<file path="src/rtl/uart_rx_os_pkg.sv">
package uart_rx_os_pkg;
   localparam int DATA_W = 8;

   typedef enum logic [1:0] {
      PAR_NONE = 2'd0,
      PAR_EVEN = 2'd1,
      PAR_ODD  = 2'd2,
      PAR_RSV  = 2'd3
   } par_e;

   typedef enum logic [2:0] {
      ST_IDLE,
      ST_START,
      ST_SHIFT,
      ST_REARM,
      ST_BRKW
   } rx_state_e;

   typedef struct packed {
      logic [DATA_W-1:0] data;
      logic              perr;
      logic              ferr;
      logic              brk;
   } rx_char_t;
endpackage

</file>
<file path="src/rtl/uart_rx_os_sync.sv">
module uart_rx_os_sync #(
   parameter int STAGES = 2,
   parameter bit INIT   = 1'b1
) (
   input  logic clk,
   input  logic rst_n,
   input  logic d,
   output logic q
);
   logic [STAGES-1:0] ff;

   always_ff @(posedge clk or negedge rst_n) begin
      if (!rst_n) ff <= {STAGES{INIT}};
      else        ff <= {ff[STAGES-2:0], d};
   end

   assign q = ff[STAGES-1];
endmodule

</file>
<file path="src/rtl/uart_rx_os_frame.sv">
module uart_rx_os_frame
   import uart_rx_os_pkg::*;
#(
   parameter int OVS = 16
) (
   input  logic       clk,
   input  logic       rst_n,
   input  logic       enable,
   input  logic       mode_1x,
   input  logic       tick16,
   input  logic       rxd_s,
   input  logic       rxc_s,
   input  logic [1:0] char_len,
   input  logic [1:0] par_mode,
   output logic       char_vld,
   output rx_char_t   char_o,
   output logic       start_ok,
   output logic       brk_chg
);
   localparam int CW = $clog2(OVS);
   localparam int BW = $clog2(DATA_W + 2);
   localparam int IW = $clog2(DATA_W);
   localparam logic [CW-1:0] MID  = CW'(OVS / 2 - 1);
   localparam logic [CW-1:0] LAST = CW'(OVS - 1);

   rx_state_e         st;
   logic [CW-1:0]     cnt;
   logic [BW-1:0]     bitn;
   logic [DATA_W-1:0] data;
   logic              pbit, all_low, hi1;
   logic              rxd_d, rxc_d;

   logic              rxd_fall, rxc_rise, strobe, par_on, perr_c;
   logic [BW-1:0]     dlen, nbits;
   par_e              pm;

   assign pm       = par_e'(par_mode);
   assign par_on   = (pm == PAR_EVEN) || (pm == PAR_ODD);
   assign dlen     = BW'(char_len) + BW'(5);
   assign nbits    = dlen + BW'(par_on);
   assign rxd_fall = rxd_d & ~rxd_s;
   assign rxc_rise = rxc_s & ~rxc_d;
   assign strobe   = mode_1x ? rxc_rise : (tick16 && cnt == MID);

   always_comb begin
      case (pm)
         PAR_EVEN: perr_c = (^data) ^ pbit;
         PAR_ODD:  perr_c = ~((^data) ^ pbit);
         default:  perr_c = 1'b0;
      endcase
   end

   always_ff @(posedge clk or negedge rst_n) begin
      if (!rst_n) begin
         st       <= ST_IDLE;
         cnt      <= '0;
         bitn     <= '0;
         data     <= '0;
         pbit     <= 1'b0;
         all_low  <= 1'b0;
         hi1      <= 1'b0;
         rxd_d    <= 1'b1;
         rxc_d    <= 1'b0;
         char_vld <= 1'b0;
         char_o   <= '0;
         start_ok <= 1'b0;
         brk_chg  <= 1'b0;
      end else begin
         rxd_d    <= rxd_s;
         rxc_d    <= rxc_s;
         char_vld <= 1'b0;
         start_ok <= 1'b0;
         brk_chg  <= 1'b0;
         if (tick16) cnt <= cnt + 1'b1;
         if (!enable) begin
            st <= ST_IDLE;
         end else begin
            case (st)
               ST_IDLE: begin
                  if (mode_1x) begin
                     if (rxc_rise && !rxd_s) begin
                        st <= ST_SHIFT; start_ok <= 1'b1;
                        bitn <= '0; data <= '0; pbit <= 1'b0; all_low <= 1'b1;
                     end
                  end else if (rxd_fall) begin
                     st  <= ST_START;
                     cnt <= '0;
                  end
               end
               ST_START: begin
                  if (mode_1x) st <= ST_IDLE;
                  else if (tick16 && cnt == MID) begin
                     if (!rxd_s) begin
                        st <= ST_SHIFT; start_ok <= 1'b1;
                        bitn <= '0; data <= '0; pbit <= 1'b0; all_low <= 1'b1;
                     end else begin
                        st <= ST_IDLE;
                     end
                  end
               end
               ST_SHIFT: begin
                  if (strobe) begin
                     if (bitn < nbits) begin
                        if (bitn < dlen) data[bitn[IW-1:0]] <= rxd_s;
                        else             pbit <= rxd_s;
                        all_low <= all_low & ~rxd_s;
                        bitn    <= bitn + 1'b1;
                     end else begin
                        char_vld <= 1'b1;
                        if (all_low && !rxd_s) begin
                           char_o.data <= '0;
                           char_o.perr <= 1'b0;
                           char_o.ferr <= 1'b0;
                           char_o.brk  <= 1'b1;
                           brk_chg     <= 1'b1;
                           hi1         <= 1'b0;
                           st          <= ST_BRKW;
                        end else begin
                           char_o.data <= data;
                           char_o.perr <= perr_c;
                           char_o.ferr <= ~rxd_s;
                           char_o.brk  <= 1'b0;
                           st <= (!rxd_s && !mode_1x) ? ST_REARM : ST_IDLE;
                        end
                     end
                  end
               end
               ST_REARM: begin
                  if (mode_1x) st <= ST_IDLE;
                  else if (tick16 && cnt == LAST) begin
                     if (!rxd_s) begin
                        st  <= ST_START;
                        cnt <= '0;
                     end else begin
                        st <= ST_IDLE;
                     end
                  end
               end
               ST_BRKW: begin
                  if (rxd_s) begin
                     if (hi1) begin
                        brk_chg <= 1'b1;
                        st      <= ST_IDLE;
                     end
                     hi1 <= 1'b1;
                  end else begin
                     hi1 <= 1'b0;
                  end
               end
               default: st <= ST_IDLE;
            endcase
         end
      end
   end
endmodule

</file>
<file path="src/rtl/uart_rx_os_hold.sv">
module uart_rx_os_hold
   import uart_rx_os_pkg::*;
(
   input  logic     clk,
   input  logic     rst_n,
   input  logic     char_vld,
   input  rx_char_t char_i,
   input  logic     start_ok,
   input  logic     fifo_full,
   output logic     push,
   output rx_char_t push_char,
   output logic     overrun
);
   logic     held_v;
   rx_char_t held_c;

   assign push      = !fifo_full && (held_v || char_vld);
   assign push_char = held_v ? held_c : char_i;

   always_ff @(posedge clk or negedge rst_n) begin
      if (!rst_n) begin
         held_v  <= 1'b0;
         held_c  <= '0;
         overrun <= 1'b0;
      end else begin
         overrun <= 1'b0;
         if (held_v) begin
            if (!fifo_full) begin
               held_v <= 1'b0;
            end else if (start_ok) begin
               held_v  <= 1'b0;
               overrun <= 1'b1;
            end
         end else if (char_vld && fifo_full) begin
            held_v <= 1'b1;
            held_c <= char_i;
         end
      end
   end
endmodule

</file>
<file path="src/rtl/uart_rx_os.sv">
module uart_rx_os
   import uart_rx_os_pkg::*;
#(
   parameter int OVS         = 16,
   parameter int SYNC_STAGES = 2
) (
   input  logic              clk,
   input  logic              rst_n,
   input  logic              enable,
   input  logic              mode_1x,
   input  logic              tick16,
   input  logic              rxc1x,
   input  logic              rxd,
   input  logic [1:0]        char_len,
   input  logic [1:0]        par_mode,
   input  logic              fifo_full,
   output logic              push,
   output logic [DATA_W-1:0] push_data,
   output logic              push_perr,
   output logic              push_ferr,
   output logic              push_brk,
   output logic              brk_change,
   output logic              overrun
);
   if (OVS < 4 || (OVS & (OVS - 1)) != 0) begin : g_bad_ovs
      $error("OVS must be a power of two of at least 4");
   end
   if (SYNC_STAGES < 2) begin : g_bad_sync
      $error("SYNC_STAGES must be at least 2");
   end

   logic     rxd_s, rxc_s, char_vld, start_ok;
   rx_char_t char_w, push_char;

   uart_rx_os_sync #(.STAGES(SYNC_STAGES), .INIT(1'b1)) u_sync_rxd (
      .clk(clk), .rst_n(rst_n), .d(rxd), .q(rxd_s));

   uart_rx_os_sync #(.STAGES(SYNC_STAGES), .INIT(1'b0)) u_sync_rxc (
      .clk(clk), .rst_n(rst_n), .d(rxc1x), .q(rxc_s));

   uart_rx_os_frame #(.OVS(OVS)) u_frame (
      .clk(clk), .rst_n(rst_n), .enable(enable), .mode_1x(mode_1x),
      .tick16(tick16), .rxd_s(rxd_s), .rxc_s(rxc_s),
      .char_len(char_len), .par_mode(par_mode),
      .char_vld(char_vld), .char_o(char_w), .start_ok(start_ok),
      .brk_chg(brk_change));

   uart_rx_os_hold u_hold (
      .clk(clk), .rst_n(rst_n), .char_vld(char_vld), .char_i(char_w),
      .start_ok(start_ok), .fifo_full(fifo_full),
      .push(push), .push_char(push_char), .overrun(overrun));

   assign push_data = push_char.data;
   assign push_perr = push_char.perr;
   assign push_ferr = push_char.ferr;
   assign push_brk  = push_char.brk;
endmodule

</file>
<file path="config.mk">
export PLATFORM = sky130hd
export DESIGN_NAME = uart_rx_os
export DESIGN_NICKNAME = d
export VERILOG_FILES = /design/src/rtl/uart_rx_os_pkg.sv /design/src/rtl/uart_rx_os_sync.sv /design/src/rtl/uart_rx_os_frame.sv /design/src/rtl/uart_rx_os_hold.sv /design/src/rtl/uart_rx_os.sv
export SDC_FILE = /design/constraint.sdc
export NUM_CORES = 1
export LEC_CHECK = 0
export BUFFER_PORTS_ARGS = -buffer_cell sky130_fd_sc_hd__buf_2
export CAP_MARGIN = 20
export CORE_MARGIN = 1
export CORE_UTILIZATION = 58
export CTS_CLUSTER_SIZE = 10
export DETAILED_ROUTE_END_ITERATION = 8
export PLACE_DENSITY_LB_ADDON = 0.12
export SYNTH_ARGS = -nofsm -noshare
export SYNTH_HDL_FRONTEND = slang
export SYNTH_SLANG_ARGS = --single-unit
</file>
<file path="constraint.sdc">
create_clock -name clk -period 2.5 [get_ports clk]
set_clock_uncertainty 0.2 [all_clocks]
set_input_delay 0.25 -clock clk [delete_from_list [all_inputs] [get_ports clk]]
set_output_delay 0.25 -clock clk [all_outputs]
set_load 0.1 [all_outputs]
</file>
==> flow_metrics.env <==
export IMPL_status="finished, violations left"
export IMPL_violations="negative setup slack"
export IMPL_ios=26
export IMPL_path_max_fanout=5
export IMPL_start_util=0.6022
export IMPL_critPathCaptureType="flop"
export IMPL_hold_ws_ns=0.06822
export IMPL_ys_seq_area_frac=0.4487
export IMPL_drt_iter0_drc=135
export IMPL_worst_setup_path_start_kind="input port"
export IMPL_min_period_over_period=1.078
export IMPL_routedWlPerCell_um=14.26
export IMPL_cts_clk_slew_worst_paths_ns=0.10
export IMPL_drc=0
export IMPL_fmax_ghz=0.3711
export IMPL_dr_pass1_iters=4
export IMPL_die_h_um=74.82
export IMPL_cts_tree="yes"
export IMPL_slew_viol_final=0
export IMPL_n_antenna_cell=0
export IMPL_grt_overflow_total=0
export IMPL_p_leak_nw=1.812
export IMPL_fin_nets=376
export IMPL_insertion_delay_ns=0.30
export IMPL_gp_congestion=0.8665
export IMPL_finalCriticalPeriod_ns=2.695
export IMPL_vias=2362
export IMPL_p_total_mw=2.101
export IMPL_dieArea_um2=5598
export IMPL_fp_row_count=26
export IMPL_viasPerCell=5.597
export IMPL_drtAntennaViolNets=0
export IMPL_grt_use_total=0.2332
export IMPL_synth_ff_type="dfrtp_1"
export IMPL_clock_sinks=55
export IMPL_grt_max_degree=29
export IMPL_portBuffers=25
export IMPL_worstPathRequired_ns=2.50
export IMPL_wirelength_um=6016
export IMPL_synth_seq_cells=55
export IMPL_area_growth_pct=20.42
export IMPL_setup_ws_ns=-0.1946
export IMPL_dp_hpwl_um=4331
export IMPL_yosys_warnings=0
export IMPL_syn_nets=332
export IMPL_dp_slack_ns=-0.6021
export IMPL_drive_gt1_frac=0.3438
export IMPL_relSlewSlack=0.5572
export IMPL_core_area_um2=5107
export IMPL_clockBufferDepth=2
export IMPL_hold_viol=0
export IMPL_mostFrequentLayoutCell="dfrtp_1"
export IMPL_grt_pass1_vias=2178
export IMPL_netlist_area_um2=3075
export IMPL_ir_drop_uv=433.0
export IMPL_drv_cap=0
export IMPL_netlist_instances=307
export IMPL_synth_edf_count=0
export IMPL_antenna_found_initial=0
export IMPL_hp_class="in -> reg"
export IMPL_avgSynthCellArea_um2=10.02
export IMPL_cts_root_buffer="clkbuf_8"
export IMPL_cts_buffers=5
export IMPL_h_tree_depth=2
export IMPL_rsz0062_at_grt="true"
export IMPL_powerDensity_nw_per_um2=567.3
export IMPL_most_common_layout_cells="52 x dfrtp_1, 33 x nand2_1, 26 x nor2_1"
export IMPL_synth_async_reset_ratio=1.000
export IMPL_arrival_ns=2.69
export IMPL_fill_cells=382
export IMPL_finalSetupViolCount=17
export IMPL_synth_cell_types=54
export IMPL_placed_area_um2=3462
export IMPL_grt_pass1_wl_um=9846
export IMPL_final_area_um2=3704
export IMPL_final_core_util=0.7251
export IMPL_die_width_um=74.82
export IMPL_critPathKind="in -> reg"
export IMPL_tightest_slew_ns=0.6582
==> stage by stage <==
step	instances	TNS [ns]
finish	422	-1.901
global route	422	-3.796
CTS	421	-1.550
detailed placement	409	-13.88
global placement	409	-12.13
floorplan	307	-3.336
==> report_power, final <==
part | internal [mW] | total, mW | switching [mW]
Combinational | 0.233 | 0.530 | 0.297
Clock | 0.227 | 0.523 | 0.296
Sequential | 0.950 | 1.05 | 0.0976
Total | 1.41 | 2.10 | 0.691
==> worst max-delay path, stage by stage <==
cell      delay [ns]
buf_8           0.09
inv_8           0.03
ha_4            0.24
inv_2           0.03
ha_4            0.14
inv_2           0.04
fa_1            0.41
ha_1            0.29
o211ai_1        0.21
o21ai_2         0.11
and2b_2         0.26
and2b_4         0.21
nand3_2         0.08
mux2_4          0.30
==> synth_stat cells, drive strengths merged, types with 4 or more instances <==
library cell,number,area (um2)
xor2,4,35.03
a21oi,10,50.05
inv,15,56.30
nand2b,7,51.30
nor2,27,101.4
nand2,35,138.9
nor3,5,36.29
buf,8,43.78
clkbuf,9,33.78
xnor2,9,78.83
nand4,4,25.02
mux2,24,270.3
dfrtp,52,1301
o21ai,27,138.9
a31oi,8,50.05
ha,12,150.1
nand3,5,37.54
nor3b,6,45.04
==> final timing paths <==
check,start,to,slack [ns],depth (start not counted)
setup / recovery,par_mode[0],u_frame.data[7],-0.19,14
hold / removal,enable,u_frame.brk_chg,0.07,2
setup reg to reg,u_frame.st[1],u_frame.data[3],0.20,5
hold reg to reg,u_sync_rxc.ff[0],u_sync_rxc.ff[1],0.16,0
max in group asynchronous,rst_n,u_frame.bitn[3],1.16,3
min in group asynchronous,rst_n,u_hold.held_c[1],0.30,2
==> per-layer routing <==
layer  share of wire  routed length [um]  track usage  vias to the layer above
met5               0                   0            0                        -
met4          0.0086                  52      0.08386                        0
met3           0.033                 199      0.03213                        4
met2            0.52                3145       0.4044                       54
met1            0.44                2619       0.2990                     1143
li1                -                   -            -                     1161
==> layout make-up <==
type,count,area [um2],area share
inverters,15,63.81,0.01723
repair buffers,54,387.9,0.1047
clock inverters,2,16.27,0.004392
multi-input cells,220,1685,0.4551
flip-flops and latches,55,1380,0.3726
clock buffers,6,82.58,0.02230
well taps,70,87.58,0.02365
==> registers in the layout, summed over array words and instances, names as in the netlist <==
signal,cells
u_hold.held_c,11
u_frame.data,8
u_frame.cnt,4
u_sync_rxc.ff,2
u_frame.start_ok,1
u_frame.rxc_d,1
u_frame.char_o,11
u_hold.held_v,1
u_hold.overrun,1
u_frame.all_low,1
u_frame.char_vld,1
u_frame.pbit,1
u_frame.hi1,1
u_frame.rxd_d,1
u_sync_rxd.ff,2
u_frame.bitn,4
u_frame.st,3
u_frame.brk_chg,1
==> what timing repair did <==
action	in CTS	in global routing
gates resized for setup	17	11
buffers inserted	1	2
hold buffers	4	0
pin swaps	10	7
setup endpoints to repair	29	28
hold endpoints to repair	26	0
==> cell families (layout without fill, tap and decap cells) <==
logic type	Yosys count	after routing	share of synthesized area
compound gates	61	61	0.1302
mux	27	27	0.09764
flops	55	55	0.4487
simple gates	106	106	0.1876
buf+inv	32	77	0.04353
fa+ha+maj	13	13	0.05533
xor+xnor	13	13	0.03702
No activity file was read; power rests on OpenSTA's default activity.
